File: config.mk
export PLATFORM = sky130hd
export DESIGN_NAME = bitframe_rx
export DESIGN_NICKNAME = d
export VERILOG_FILES = /design/src/rtl/bitframe_rx_pkg.sv /design/src/rtl/bitframe_rx_linemon.sv /design/src/rtl/bitframe_rx_window.sv /design/src/rtl/bitframe_rx.sv
export SDC_FILE = /design/constraint.sdc
export NUM_CORES = 1
export LEC_CHECK = 0
export BUFFER_PORTS_ARGS = -buffer_cell sky130_fd_sc_hd__clkbuf_2
export CAP_MARGIN = 15
export CORE_UTILIZATION = 40
export DETAILED_ROUTE_END_ITERATION = 10
export HOLD_SLACK_MARGIN = 0.05
export SLEW_MARGIN = 20
export SYNTH_ARGS = -nofsm -noshare
export SYNTH_HDL_FRONTEND = slang
export SYNTH_HIERARCHICAL = 1
export SYNTH_SLANG_ARGS = --single-unit
File: constraint.sdc
create_clock -name clk -period 2.5 [get_ports clk]
set_clock_uncertainty 0.15 [all_clocks]
set_input_delay 0 -clock clk [delete_from_list [all_inputs] [get_ports clk]]
set_output_delay 0 -clock clk [all_outputs]
set_load 0.02 [all_outputs]
File: src/rtl/bitframe_rx_pkg.sv
`timescale 1ns/1ps
package bitframe_rx_pkg;

    localparam int unsigned MIN_LEN  = 5;
    localparam int unsigned MAX_LEN  = 8;
    localparam int unsigned CODE_W   = 2;
    localparam int unsigned SR_W     = MAX_LEN + 1;
    localparam int unsigned IDX_W    = $clog2(SR_W);
    localparam int unsigned FLAG_RUN = 6;
    localparam int unsigned WIN_D    = FLAG_RUN + 1;
    localparam int unsigned HIST_W   = 2 * FLAG_RUN + 1;

    typedef enum logic [1:0] {
        ST_HUNT = 2'd0,
        ST_SYNC = 2'd1,
        ST_ASM  = 2'd2
    } rx_state_e;

    typedef struct packed {
        rx_state_e           st;
        logic [SR_W-1:0]     sr;
        logic [CODE_W-1:0]   len;
        logic [MAX_LEN-1:0]  chr;
        logic                loaded;
        logic                ovr;
        logic                fend;
        logic                abrt;
        logic                zerr;
    } rx_regs_t;

    // Shift register seed: ones below the selected length, zero at and above it.
    function automatic logic [SR_W-1:0] sr_seed(input logic [CODE_W-1:0] code);
        logic [SR_W-1:0] v;
        v = '0;
        for (int i = 0; i < int'(MAX_LEN); i++) begin
            v[i] = (i < int'(MIN_LEN) + int'(code));
        end
        return v;
    endfunction

endpackage

File: src/rtl/bitframe_rx_linemon.sv
`timescale 1ns/1ps
module bitframe_rx_linemon
    import bitframe_rx_pkg::*;
(
    input  logic clk,
    input  logic rst_n,
    input  logic clr,
    input  logic stb,
    input  logic bit_in,
    output logic flag_hit,
    output logic abort_hit,
    output logic stuff_hit,
    output logic zerr_hit
);
    localparam int unsigned PREV_W = HIST_W - 1;
    // Oldest first: 11111 0 111111 (the incoming 0 completes the 13 bits).
    localparam logic [PREV_W-1:0] ZERR_PAT =
        {{(FLAG_RUN-1){1'b1}}, 1'b0, {FLAG_RUN{1'b1}}};

    logic [PREV_W-1:0] hist_q, hist_d;

    always_comb begin
        hist_d = hist_q;
        if (clr) begin
            hist_d = '0;
        end else if (stb) begin
            hist_d = {hist_q[PREV_W-2:0], bit_in};
        end
        flag_hit  = stb && !bit_in &&
                    (hist_q[FLAG_RUN:0] == {1'b0, {FLAG_RUN{1'b1}}});
        abort_hit = stb && bit_in && (&hist_q[FLAG_RUN-1:0]);
        stuff_hit = stb && !bit_in &&
                    (hist_q[FLAG_RUN-1:0] == {1'b0, {(FLAG_RUN-1){1'b1}}});
        zerr_hit  = flag_hit && (hist_q == ZERR_PAT);
    end

    always_ff @(posedge clk or negedge rst_n) begin
        if (!rst_n) hist_q <= '0;
        else        hist_q <= hist_d;
    end

endmodule

File: src/rtl/bitframe_rx_window.sv
`timescale 1ns/1ps
module bitframe_rx_window #(
    parameter int unsigned DEPTH = 7
) (
    input  logic clk,
    input  logic rst_n,
    input  logic clr,
    input  logic stb,
    input  logic bit_in,
    input  logic keep_in,
    input  logic flush,
    output logic out_bit,
    output logic out_ok
);
    logic [DEPTH-1:0] bits_q, bits_d;
    logic [DEPTH-1:0] ok_q,   ok_d;

    always_comb begin
        bits_d = bits_q;
        ok_d   = ok_q;
        if (clr) begin
            ok_d = '0;
        end else if (stb) begin
            bits_d = {bits_q[DEPTH-2:0], bit_in};
            ok_d   = flush ? '0 : {ok_q[DEPTH-2:0], keep_in};
        end
        out_bit = bits_q[DEPTH-1];
        out_ok  = ok_q[DEPTH-1];
    end

    always_ff @(posedge clk or negedge rst_n) begin
        if (!rst_n) begin
            bits_q <= '0;
            ok_q   <= '0;
        end else begin
            bits_q <= bits_d;
            ok_q   <= ok_d;
        end
    end

endmodule

File: src/rtl/bitframe_rx.sv
`timescale 1ns/1ps
module bitframe_rx
    import bitframe_rx_pkg::*;
(
    input  logic                 clk,
    input  logic                 rst_n,
    input  logic                 rx_clear,
    input  logic                 bit_stb,
    input  logic                 rx_bit,
    input  logic [CODE_W-1:0]    len_sel,
    output logic [MAX_LEN-1:0]   rx_char,
    output logic                 char_loaded,
    output logic                 overrun,
    output logic                 frame_end,
    output logic                 abort_seen,
    output logic                 zero_err
);
    rx_regs_t r_q, r_d;

    logic flag_hit, abort_hit, stuff_hit, zerr_hit;
    logic exit_bit, exit_ok, keep_in, flush;
    logic [SR_W-1:0]  sh;
    logic [IDX_W-1:0] ins_idx;

    bitframe_rx_linemon mon_i (
        .clk      (clk),
        .rst_n    (rst_n),
        .clr      (rx_clear),
        .stb      (bit_stb),
        .bit_in   (rx_bit),
        .flag_hit (flag_hit),
        .abort_hit(abort_hit),
        .stuff_hit(stuff_hit),
        .zerr_hit (zerr_hit)
    );

    assign keep_in = (r_q.st != ST_HUNT) && !stuff_hit;
    assign flush   = flag_hit || abort_hit;

    bitframe_rx_window #(.DEPTH(WIN_D)) win_i (
        .clk    (clk),
        .rst_n  (rst_n),
        .clr    (rx_clear),
        .stb    (bit_stb),
        .bit_in (rx_bit),
        .keep_in(keep_in),
        .flush  (flush),
        .out_bit(exit_bit),
        .out_ok (exit_ok)
    );

    always_comb begin
        r_d     = r_q;
        ins_idx = IDX_W'(MIN_LEN) + IDX_W'(r_q.len);
        sh      = r_q.sr >> 1;
        sh[ins_idx] = exit_bit;

        if (rx_clear) begin
            r_d        = '0;
            r_d.st     = ST_HUNT;
        end else if (flag_hit) begin
            if (r_q.st == ST_ASM) begin
                r_d.chr  = r_q.sr[SR_W-1:1];
                r_d.ovr  = r_q.ovr | r_q.loaded;
                r_d.fend = 1'b1;
                r_d.zerr = r_q.zerr | zerr_hit;
            end
            r_d.st  = ST_SYNC;
            r_d.len = len_sel;
            r_d.sr  = sr_seed(len_sel);
        end else if (abort_hit && (r_q.st != ST_HUNT)) begin
            r_d.abrt = 1'b1;
            r_d.st   = ST_HUNT;
        end else if (bit_stb && (r_q.st != ST_HUNT) && exit_ok) begin
            r_d.st = ST_ASM;
            if (!sh[0]) begin
                r_d.chr    = sh[SR_W-1:1];
                r_d.ovr    = r_q.ovr | r_q.loaded;
                r_d.loaded = 1'b1;
                r_d.len    = len_sel;
                r_d.sr     = sr_seed(len_sel);
            end else begin
                r_d.sr = sh;
            end
        end
    end

    always_ff @(posedge clk or negedge rst_n) begin
        if (!rst_n) begin
            r_q    <= '0;
            r_q.st <= ST_HUNT;
        end else begin
            r_q <= r_d;
        end
    end

    assign rx_char     = r_q.chr;
    assign char_loaded = r_q.loaded;
    assign overrun     = r_q.ovr;
    assign frame_end   = r_q.fend;
    assign abort_seen  = r_q.abrt;
    assign zero_err    = r_q.zerr;

endmodule

=== Word level (Yosys, flattened, before mapping) ===
Index checks and enable logic that the tools add are counted.

* Register bits: 52
* Logic and storage cells: 91
* Input port bits: 7

* Reduce and logical (&&, ||, !) cells: 30
* Multiplexer cells: 24
* $lt $le $gt $ge: 10
* Eq/ne operators: 10
* Bitwise operators: 3
* Add/sub/neg operators: 2

{| class="wikitable"
|+ Operators by type and width
! kind !! number
|-
| less-than comparator 4 x 32 -> 1 bit (first input constant) || 3
|-
| less-than comparator 3 x 32 -> 1 bit (first input constant) || 2
|-
| 2-to-1 mux 21 bit || 2
|-
| 2-to-1 mux 12 bit || 3
|-
| less-than comparator 1 x 32 -> 1 bit (first input constant) || 1
|-
| less-than comparator 2 x 32 -> 1 bit (first input constant) || 1
|-
| 2-to-1 mux 26 bit || 1
|-
| 2-to-1 mux 23 bit || 1
|-
| 2-to-1 mux 7 bit || 3
|-
| == test 12 bit (second input constant) || 1
|-
| nonzero test 2 bit || 6
|-
| logical AND 1 bit || 11
|-
| bitwise mux 9 bit || 1
|-
| 2-to-1 mux 9 bit || 1
|-
| adder 3 x 2 -> 4 bit (first input constant) || 2
|-
| 2-to-1 mux 1 bit || 8
|-
| 2-to-1 mux 8 bit || 1
|-
| AND reduction 2 bit || 4
|-
| AND reduction 4 bit || 2
|-
| == test 7 x 6 -> 1 bit (second input constant) || 1
|-
| == test 6 x 5 -> 1 bit (second input constant) || 1
|-
| inequality test 2 bit (second input constant) || 3
|-
| inequality test 3 bit (second input constant) || 2
|-
| AND reduction 6 bit || 1
|-
| 14 further kinds || 17
|}

=== Depth between registers and ports, before layout ===
Gate-level depths: netlist (run 1).

* Word-level depth: 11
* Depth in mapped cells: 10
* Gate-level depth less buffers: 6

=== Cells and area by module ===
The synthesis (run 1) kept the hierarchy.

{| class="wikitable"
|+ By module, submodules not included
! module !! area an instance (um^2) !! times used !! cells an instance !! sequential area each (um^2)
|-
| bitframe_rx || 1377.6 || 1 || 139 || 625.6
|-
| bitframe_rx_window || 583.1 || 1 || 37 || 350.3
|-
| bitframe_rx_linemon || 578.1 || 1 || 50 || 300.3
|}

=== Worst setup path after synthesis (run 1) ===
No wires, ideal clock.

* Path type: flip-flop to flip-flop
* Start: reg mon_i.hist_q[1]
* End: reg r_q (netlist bit rx_char[5])
* Setup slack: 0.575 ns
* Cell stages (with the launch flop): 8
* Library setup time: 0.122 ns
* Arrival time: 1.653 ns
* Clock period less this slack: 1.925 ns
* Cells stage by stage: dfrtp_1 -> nand4_2 -> nor4_2 -> buf_2 -> nor3_2 -> a211oi_4 -> a21oi_1 -> a32o_1

* Elaborated cells between the ends (all ways): 12
* Classes of those cells: eq/ne (4); mux (2); reduce/logical (6)

{| class="wikitable"
|+ RTL lines
! what !! RTL line !! RTL
|-
| start: declaration || bitframe_rx_linemon.sv:20 || <nowiki>logic [PREV_W-1:0] hist_q, hist_d;</nowiki>
|-
| start signal: assignment || bitframe_rx_linemon.sv:39 || <nowiki>else hist_q <= hist_d;</nowiki>
|-
| == test 7 x 6 -> 1 bit * || bitframe_rx_linemon.sv:30 || <nowiki>(hist_q[FLAG_RUN:0] == {1'b0, {FLAG_RUN{1'b1}}});</nowiki>
|-
| logical AND 1 bit * || bitframe_rx_linemon.sv:29 || <nowiki>flag_hit = stb && !bit_in &&</nowiki>
|-
| via flag_hit || bitframe_rx.sv:20 || <nowiki>logic flag_hit, abort_hit, stuff_hit, zerr_hit;</nowiki>
|-
| inequality test 3 x 2 -> 1 bit (no source line) (tied with other cells) || -- ||
|-
| AND reduction 4 bit (no source line) or 2-to-1 mux 26 bit (tied branches) || -- ||
|-
| end signal: assignment || bitframe_rx.sv:93 || <nowiki>r_q <= r_d;</nowiki>
|-
| end: declaration || bitframe_rx.sv:18 || <nowiki>rx_regs_t r_q, r_d;</nowiki>
|}

The timed path passes the listed nets; every way through them passes the cells marked *.
A chain may end at the register's enable or synchronous reset.

=== Worst setup path in the final report (run 1) ===
* Start: reg mon_i.hist_q[2]
* End: reg r_q (netlist bit rx_char[5])

Same word-level chain as after synthesis.

==> results of run 1 <==
==> layer usage <==
| metal | GRT usage [%] | up-vias |
|---|---|---|
| met2 | 24.6 | 33 |
| met5 | 0 | - |
| met3 | 4.89 | 4 |
| met4 | 4.04 | 0 |
| li1 | - | 831 |
| met1 | 22.0 | 851 |
==> cell usage after synthesis (4+ instances only) <==
| cell type | number |
|---|---|
| a31o_2 | 4 |
| mux2i_1 | 23 |
| buf_2 | 4 |
| nor2_1 | 30 |
| a32o_1 | 4 |
| nor3b_1 | 4 |
| o31ai_1 | 5 |
| nand4_1 | 4 |
| a21oi_1 | 11 |
| mux2_4 | 7 |
| buf_4 | 8 |
| nand2b_1 | 9 |
| dfrtp_1 | 51 |
| nand2_1 | 13 |
| inv_1 | 4 |
| clkbuf_1 | 4 |
==> area by class of cell <==
cell class / count / share of cell area [%]
clock buffers: 5 / 2.42
repair buffers: 33 / 7.55
clock inverters: 3 / 2.37
inverters: 5 / 0.659
flip-flops and latches: 51 / 44.8
multi-input cells: 150 / 38.9
well taps: 75 / 3.29
==> logic make-up after synthesis <==
| kind of cell | count (synthesis) | synth area share (%) |
|---|---|---|
| and+or+nand+nor | 78 | 16.9 |
| DFF | 51 | 50.3 |
| muxes | 32 | 14.1 |
| buffers and inverters | 25 | 6.41 |
| AOI/OAI and AO/OA | 40 | 12.4 |
==> metrics by stage <==
stage	instance area, um2	hold WS [ns]	instances	utilization (%)	total power, mW
2_1_floorplan	2540	-0.446	226	-	1.02
5_1_grt	2850	0.268	322	47.3	1.82
3_5_place_dp	2650	0.00592	308	44.0	1.07
4_1_cts	2850	0.198	322	47.3	1.76
6_report	2850	0.175	322	47.3	1.75
3_3_place_gp	2650	0.00581	308	44.0	1.06
==> sequential cells by signal, summed over array words and instances, names as in the netlist <==
| name | cells |
|---|---|
| frame_end | 1 |
| win_i/ok_q | 7 |
| r_q | 12 |
| win_i/bits_q | 7 |
| abort_seen | 1 |
| char_loaded | 1 |
| zero_err | 1 |
| overrun | 1 |
| mon_i/hist_q | 12 |
| rx_char | 8 |
==> worst paths after layout <==
path | startpoint | to | slack [ns] | depth (start not counted)
worst max-delay path | mon_i/hist_q[2] | rx_char[5] | 0.33 | 7
worst min-delay path | rst_n | win_i/bits_q[6] | 0.17 | 3
worst max register to register | mon_i/hist_q[2] | rx_char[5] | 0.33 | 7
worst min register to register | rx_char[0] | rx_char[0] | 0.33 | 2
max in group asynchronous | rst_n | r_q[20] | 1.60 | 3
min in group clk | rx_char[0] | rx_char[0] | 0.33 | 2
==> power by group through the flow <==
stage / clock, mW / sequential [mW] / combinational, mW
after floorplan: 0 / 0.906 / 0.114
after global placement: 0 / 0.914 / 0.151
after detailed placement: 0 / 0.915 / 0.153
after CTS: 0.702 / 0.899 / 0.161
after global routing: 0.733 / 0.910 / 0.176
final: 0.688 / 0.900 / 0.159
==> timing repair <==
item / 4_1_cts / 5_1_grt
hold endpoints to repair: 66 / 0
hold buffers: 6 / 0
gates resized for setup: 0 / 0
==> critical path, cell delays in order (launching register included) <==
cell and delay, ns:
dfrtp_1 0.40, nand4_2 0.18, nor4_4 0.32, buf_4 0.28, and3b_4 0.27, a211oi_4 0.06, buf_4 0.20, a32o_1 0.21
==> metrics, run 1 <==
status complete, no violations; DRT iter0 DRCs 71; PD cells 613 nW/um2; Fin Setup TNS 0 ns; path category of the worst min-delay check in -> async; Sequential Area 1280 um2; initial antenna violation count 0; DPL Wire Length 3.16 mm; Die Area 6670 um2; Ys Warns 6; antenna violation net count after detailed routing 0; Internal 1.35 mW; Switching Share 22.5%; Startpoint Class flip-flop; largest net degree at the start of global routing 52; worst slew pin tran 0.639 ns; # fillers 565; RD Place Congestion 0.809; Setup violations, final 0; postcts setup bufs 0; Clk Latency, worst-skew pair 0.31 ns; io pins 20; Max Slew Vio Count 0; area of the mapped netlist 2540 um2; leakage power 1.31 nW; area occupied by multi-input gates 1110 um2; drt total wl 4.83 mm; Psw 392 uW; leading area contributor after synthesis dfrtp_1; highest metal used met4; root buffer cell clkbuf_8; met2 WL 2.16 mm; first-pass GRT wire length 8.02 mm; total congestion overflow 0; Core ar. 6030 um2; drt drc 0; CP Class reg -> reg; Layout area overhead 12.2%; VDD IR max 0.397 mV; f_max 460 MHz; Num CTS Buffers 5; DRT Pass-1 Iters 5; Worst-path clk slew 0.10 ns; commonest non-fill, non-tap cell in the layout dfrtp_1; setup slack after layout 0.328 ns; share of the synthesized area in the top cell type 50.3%; dominant synthesized flop cell dfrtp_1; most frequent cells in the layout dfrtp_1 (51), nor2_1 (30), mux2i_1 (23), clkbuf_2 (19), nand2_1 (13); Place WS 0.313 ns; Buffers on Ports 19; Max Cap Viol 0; die width 81.7 um; row count 28; CP Capture Type flip-flop; CP Max Fanout 17; maximum root-to-sink buffer count 2; CP arrival 2.23 ns; met1 WL 2.47 mm; Clock Power Share 39.4%; layout cell share with drive strength beyond 1 23.5%; Synth area leaders dfrtp_1 (50%), mux2i_1 (9.1%), nor2_1 (4.4%); per-cell routed wire length 15.0 um; Gate power share 9.1%; Slew headroom 57.4%; number of synthesized flops with an enable pin 0; fin nets 253; Global Route Usage Sum 16.0%; register area share after synthesis 50.3%; Routed met3 length 174 um; post-synthesis register bit count 51; initial core utilization 42.1%; Period Utilization, post-route 86.9%; Die H 81.7 um; syn_area_per_cell 11.2 um2; via total after detailed routing 1,719; RSZ-0062 raised after global routing false; vias in the first global route 1,658; Seq pwr share 51.5%; Synth cell types 44; antenna cells 0; Mapped Cells 226; htree depth 2; Clock Sink Count 51; CTS tree yes; FFs w/ async S/R, synth 100%; Synthesized Nets 233; Hold Vio Cnt, Final 0; Worst EP required 2.56 ns; Tmin final 2.17 ns; Via density 5.34
Power figures use the tool's default switching activity.
==> run 2, diff against run 1 <==
--- a/config.mk
+++ b/config.mk
@@ -5,9 +5,10 @@
 export SDC_FILE = /design/constraint.sdc
 export NUM_CORES = 1
 export LEC_CHECK = 0
-export BUFFER_PORTS_ARGS = -buffer_cell sky130_fd_sc_hd__clkbuf_2
+export BUFFER_PORTS_ARGS = -buffer_cell sky130_fd_sc_hd__buf_2
 export CAP_MARGIN = 15
 export CORE_UTILIZATION = 40
+export CTS_BUF_LIST = sky130_fd_sc_hd__clkbuf_8
 export DETAILED_ROUTE_END_ITERATION = 10
 export HOLD_SLACK_MARGIN = 0.05
 export SLEW_MARGIN = 20
==> constraint.sdc (replaced) <==
create_clock -name clk -period 2.5 [get_ports clk]
set_clock_uncertainty 0.15 [all_clocks]
set_input_delay 0.25 -clock clk [delete_from_list [all_inputs] [get_ports clk]]
set_output_delay 0.25 -clock clk [all_outputs]
set_load 0.02 [all_outputs]
==> metrics, run 2 (same netlist as run 1, synthesis figures left out) <==
# fillers 581 (+2.8%); Layout area overhead 9.31%; Tmin final 2.07 ns (-0.104 ns); CP cell instances nand4_2 -> nor4_4 -> buf_4 -> or2_1 -> nor2_1 -> a32o_1; io pins 20 (unchanged); area occupied by multi-input gates 1110 um2 (unchanged); initial core utilization 42.1% (unchanged); f_max 483 MHz (+5.0%); maximum root-to-sink buffer count 2 (unchanged); DPL Wire Length 3.31 mm (+4.5%); worst slew pin tran 0.586 ns (-0.0528 ns); post_cts resized 0 (unchanged); CP Capture Type flip-flop; Worst Hold Path Cells 2; antenna cells 0 (unchanged); per-cell routed wire length 15.0 um (+0.10%); Clock Sink Count 51 (unchanged); Worst-path clk slew 0.09 ns (about the same); htree depth 2 (unchanged); Critical-path top delay cell dfrtp_1; RD Place Congestion 0.854 (+5.6%); layout cell share with drive strength beyond 1 23.6% (+0.072 points); total congestion overflow 0 (unchanged); Setup violations, final 0 (unchanged); Die H 81.7 um (unchanged); worst reg2reg endpoint win_i/ok_q[5]; Slew headroom 60.9% (+3.5 points); VDD IR max 0.290 mV (-27%); status complete, no violations; Hold Vio Cnt, Final 0 (unchanged); first-pass GRT wire length 8.09 mm (+0.77%); Place WS 0.412 ns (+0.0996 ns); Die Area 6670 um2 (unchanged); Startpoint Class flip-flop; fin nets 248 (-2.0%); commonest non-fill, non-tap cell in the layout dfrtp_1; Reg2Reg Depth 6 (-1); RSZ-0062 raised after global routing false; PD cells 569 nW/um2 (-7.2%); DRT Pass-1 Iters 4 (-1); crit path buf inv count 1 (-1); Post-DP Area 2670 um2 (+0.47%); CP Max Fanout 16 (-1); Sequential Area 1280 um2 (unchanged); postcts setup bufs 0 (unchanged); total power 1.58 mW (-9.6%); CP arrival 2.12 ns (-0.11 ns); Max Cap Viol 0 (unchanged); Buffers on Ports 19 (unchanged); CTS tree yes; vias in the first global route 1,696 (+2.3%); CTS Hold Bufs 1 (-5); Max Slew Vio Count 0 (unchanged); path category of the worst min-delay check in -> reg; Via density 5.31 (-0.61%); post-layout instance area 2780 um2 (-2.6%); most frequent cells in the layout dfrtp_1 (51), nor2_1 (30), mux2i_1 (23), buf_2 (19), nand2_1 (13); largest net degree at the start of global routing 27 (-48%); CP peak stage delay 0.39 ns (about the same); leakage power 1.30 nW (-1.1%); antenna violation net count after detailed routing 0 (unchanged); worst r2r src mon_i/hist_q[1]; Fin Setup TNS 0 ns (unchanged); Global Route Usage Sum 16.2% (+0.20 points); CP delay by family, top simple AND/OR/NAND/NOR gates; CP Class reg -> reg; setup slack, reg-to-reg 0.43 ns (+0.10 ns); hold_sp rx_bit; Hold Path Sink win_i/bits_q[0]; initial antenna violation count 0 (unchanged); DRT iter0 DRCs 87 (+23%); Num CTS Buffers 5 (unchanged); die width 81.7 um (unchanged); drt total wl 4.76 mm (-1.4%); via total after detailed routing 1,682 (-2.2%); Core ar. 6030 um2 (unchanged); drt drc 0 (unchanged); Period Utilization, post-route 82.7% (-4.1 points); Worst EP required 2.55 ns (about the same); root buffer cell clkbuf_8; Clk Latency, worst-skew pair 0.31 ns (about the same); setup slack after layout 0.432 ns (+0.104 ns); row count 28 (unchanged)
[run 2: cell count changes in the layout (fill, tap and decap cells not counted), sizes merged]
| cell | delta |
|---|---|
| inv | +1 |
| clkinvlp | -1 |
| dlygate4sd3 | -5 |
| buf | +19 |
| bufinv | -2 |
| clkbuf | -17 |
[run 2: layout make-up]
class,count,share of cell area [%]
Clock buffer,7,3.47
Multi-Input combinational cell,150,39.9
Sequential cell,51,46.0
Tap cell,75,3.38
Clock inverter,1,0.135
Timing Repair Buffer,28,6.40
Inverter,5,0.676
[run 2: power by group]
part / internal (mW) / switching [mW] / leakage [nW]
Sequential: 0.868 / 0.0299 / 0.698
Combinational: 0.0837 / 0.0712 / 0.545
Clock: 0.249 / 0.277 / 0.0557
[run 2: how the worst max path moves through the flow]
stage	start	end	depth (start not counted)
global placement	bit_stb	win_i/ok_q[5]	7
global route	mon_i/hist_q[2]	win_i/ok_q[5]	6
floorplan	mon_i/hist_q[1]	rx_char[5]	7
finish	mon_i/hist_q[1]	win_i/ok_q[5]	6
CTS	mon_i/hist_q[1]	win_i/ok_q[5]	6
detailed placement	bit_stb	win_i/ok_q[5]	7
[run 2: through the flow]
step | cells | util, % | hold WS, ns
finish | 317 | 46.1 | 0.0795
global route | 317 | 46.1 | 0.0655
CTS | 317 | 46.1 | 0.0747
detailed placement | 308 | 44.2 | 0.142
global placement | 308 | 44.2 | 0.136
floorplan | 226 | - | -0.196
[run 2: layer usage]
layer	track usage (%)	vias to the layer above	part of all wire [%]
li1	-	827	-
met1	21.4	820	51
met2	26.1	29	45
met3	3.33	6	2.8
met4	6.32	0	1.3
met5	0	-	0
[run 2: worst reg2reg max path, delay by kind of cell (launching register included)]
family | cells | cell delay [ns]
compound gates | 1 | 0.31
buf+inv | 1 | 0.28
flops | 1 | 0.39
simple gates | 4 | 0.85
==> run 3, diff against run 2 <==
==> constraint.sdc (replaced) <==
create_clock -name clk -period 1.69 [get_ports clk]
set_clock_uncertainty 0.15 [all_clocks]
set_input_delay 0.169 -clock clk [delete_from_list [all_inputs] [get_ports clk]]
set_output_delay 0.169 -clock clk [all_outputs]
set_load 0.02 [all_outputs]
==> metrics, run 3 (same netlist as run 1, synthesis figures left out) <==
Slew headroom 66.3% (+5.3 points); Reg2Reg Depth 7 (+1); Tmin final 1.81 ns (-0.254 ns); Max Cap Viol 0 (unchanged); Worst-path clk slew 0.09 ns (about the same); Hold Path Sink win_i/bits_q[0]; maximum root-to-sink buffer count 2 (unchanged); Buffers on Ports 19 (unchanged); via total after detailed routing 1,780 (+5.8%); Seq pwr share 59.7% (+2.8 points); vias in the first global route 1,776 (+4.7%); # fillers 542 (-6.7%); Via density 5.11 (-3.6%); setup slack after layout -0.124 ns (-0.556 ns); Die H 81.7 um (unchanged); Worst EP required 1.75 ns (-0.80 ns); antenna cells 0 (unchanged); PD cells 716 nW/um2 (+26%); setup slack, reg-to-reg -0.12 ns (-0.56 ns); Layout area overhead 22.8%; CP delay by family, top simple AND/OR/NAND/NOR gates; layout cell share with drive strength beyond 1 36.3% (+13 points); DRT Pass-1 Iters 4 (unchanged); initial antenna violation count 0 (unchanged); CP Max Fanout 4 (-12); Gate power share 11.7% (+1.9 points); per-cell routed wire length 14.3 um (-4.9%); CP arrival 1.87 ns (-0.25 ns); hold_sp rx_bit; DPL Wire Length 3.44 mm (+3.9%); worst slew pin tran 0.506 ns (-0.0802 ns); Global Route Usage Sum 16.3% (+0.086 points); most frequent cells in the layout dfrtp_1 (51), buf_4 (30), nor2_1 (27), mux2i_1 (23), buf_2 (20); Period Utilization, post-route 107% (+25 points); io pins 20 (unchanged); antenna violation net count after detailed routing 0 (unchanged); Worst Hold Path Cells 3 (+1); DRT iter0 DRCs 64 (-26%); Critical-path top delay cell dfrtp_1; RD Place Congestion 0.801 (-6.2%); CP peak stage delay 0.42 ns (+0.03 ns); CP cell instances nand4_4 -> nor3_2 -> buf_4 -> or2_4 -> nor3_4 -> o21ai_2 -> o31ai_1; CP Class reg -> reg; row count 28 (unchanged); status finished, violations left; CTS tree yes; Startpoint Class flip-flop; Clock Sink Count 51 (unchanged); Place WS -0.187 ns (-0.599 ns); worst r2r src mon_i/hist_q[0]; Post-DP Area 2860 um2 (+7.3%); crit path buf inv count 1 (unchanged); Core ar. 6030 um2 (unchanged); drt drc 0 (unchanged); die width 81.7 um (unchanged); Clk Latency, worst-skew pair 0.29 ns (-0.02 ns); post-layout instance area 3120 um2 (+12%); htree depth 2 (unchanged); Fin Setup TNS -1.15 ns (-1.15 ns); Die Area 6670 um2 (unchanged); Hold Vio Cnt, Final 0 (unchanged); failing checks negative setup slack; Final Util 51.7% (+5.7 points); Internal 1.70 mW (+41%); Clock Power Share 28.6% (-4.7 points); path category of the worst min-delay check in -> reg; initial core utilization 42.1% (unchanged); Switching Share 23.9% (about the same); Num CTS Buffers 5 (unchanged); CP Capture Type flip-flop; drt total wl 4.97 mm (+4.4%); Setup violations, final 17 (+17); Max Slew Vio Count 0 (unchanged); VDD IR max 0.743 mV (+160%); fin nets 281 (+13%); RSZ-0062 raised after global routing true; largest net degree at the start of global routing 32 (+19%); total congestion overflow 0 (unchanged); commonest non-fill, non-tap cell in the layout dfrtp_1; root buffer cell clkbuf_8; first-pass GRT wire length 8.25 mm (+2.0%); Psw 534 uW (+41%); worst reg2reg endpoint rx_char[4]; leakage power 1.47 nW (+13%); f_max 551 MHz (+14%)
## run 3: changes by cell type in the layout (fill, tap and decap cells not counted), sizes merged
cell / change
dlygate4sd3: +2
buf: +31
clkbuf: -2
## run 3: timing repair
| item | CTS | global route |
|---|---|---|
| hold buffers | 3 | 0 |
| buffers inserted | 5 | 2 |
| setup endpoints to repair | 27 | 28 |
| cloned | 1 | 0 |
| gates resized for setup | 12 | 13 |
| pin swaps | 16 | 11 |
| hold endpoints to repair | 22 | 0 |
## run 3: power groups by stage
stage                     clock network, mW  registers [mW]  logic [mW]
after detailed placement                  0            1.36       0.247
after global routing                  0.712            1.34       0.287
after global placement                    0            1.35       0.244
after floorplan                           0            1.34       0.168
final                                 0.639            1.33       0.260
after CTS                             0.663            1.33       0.254
## run 3: stage by stage
stage / hold slack, ns / instances / power (mW)
global placement: 0.00725 / 332 / 1.60
finish: 0.0698 / 348 / 2.23
floorplan: -0.277 / 226 / 1.51
CTS: 0.0662 / 346 / 2.25
detailed placement: 0.0130 / 332 / 1.60
global route: 0.0568 / 348 / 2.34
## run 3: per-layer routing
layer	up-vias	GRT usage, %	wire, um
met2	24	27.4	2300
met4	0	4.21	76
met1	865	20.8	2430
met3	9	4.33	163
li1	882	-	-
met5	-	0	0
## run 3: worst max path at each step
stage | from | end | slack [ns] | depth (start not counted)
finish | mon_i/hist_q[0] | rx_char[4] | -0.12 | 7
CTS | mon_i/hist_q[5] | rx_char[5] | -0.15 | 6
detailed placement | mon_i/hist_q[3] | rx_char[4] | -0.19 | 7
global route | mon_i/hist_q[0] | rx_char[5] | -0.24 | 6
floorplan | mon_i/hist_q[5] | rx_char[5] | -0.09 | 7
global placement | mon_i/hist_q[3] | rx_char[4] | -0.19 | 7
## run 3: cell type report
cell class	count	area (um2)	area share, %
clock inverters	1	3.75	0.120
clock buffers	5	68.8	2.21
inverters	5	23.8	0.763
multi-input cells	150	1180	38.0
well taps	75	93.8	3.01
flip-flops and latches	51	1280	40.9
repair buffers	61	467	15.0
## run 3: worst reg2reg max path: stages, from the launching register on
cell     delay (ns)
dfrtp_1        0.42
nand4_4        0.14
nor3_2         0.05
buf_4          0.14
or2_4          0.27
nor3_4         0.24
o21ai_2        0.12
o31ai_1        0.19
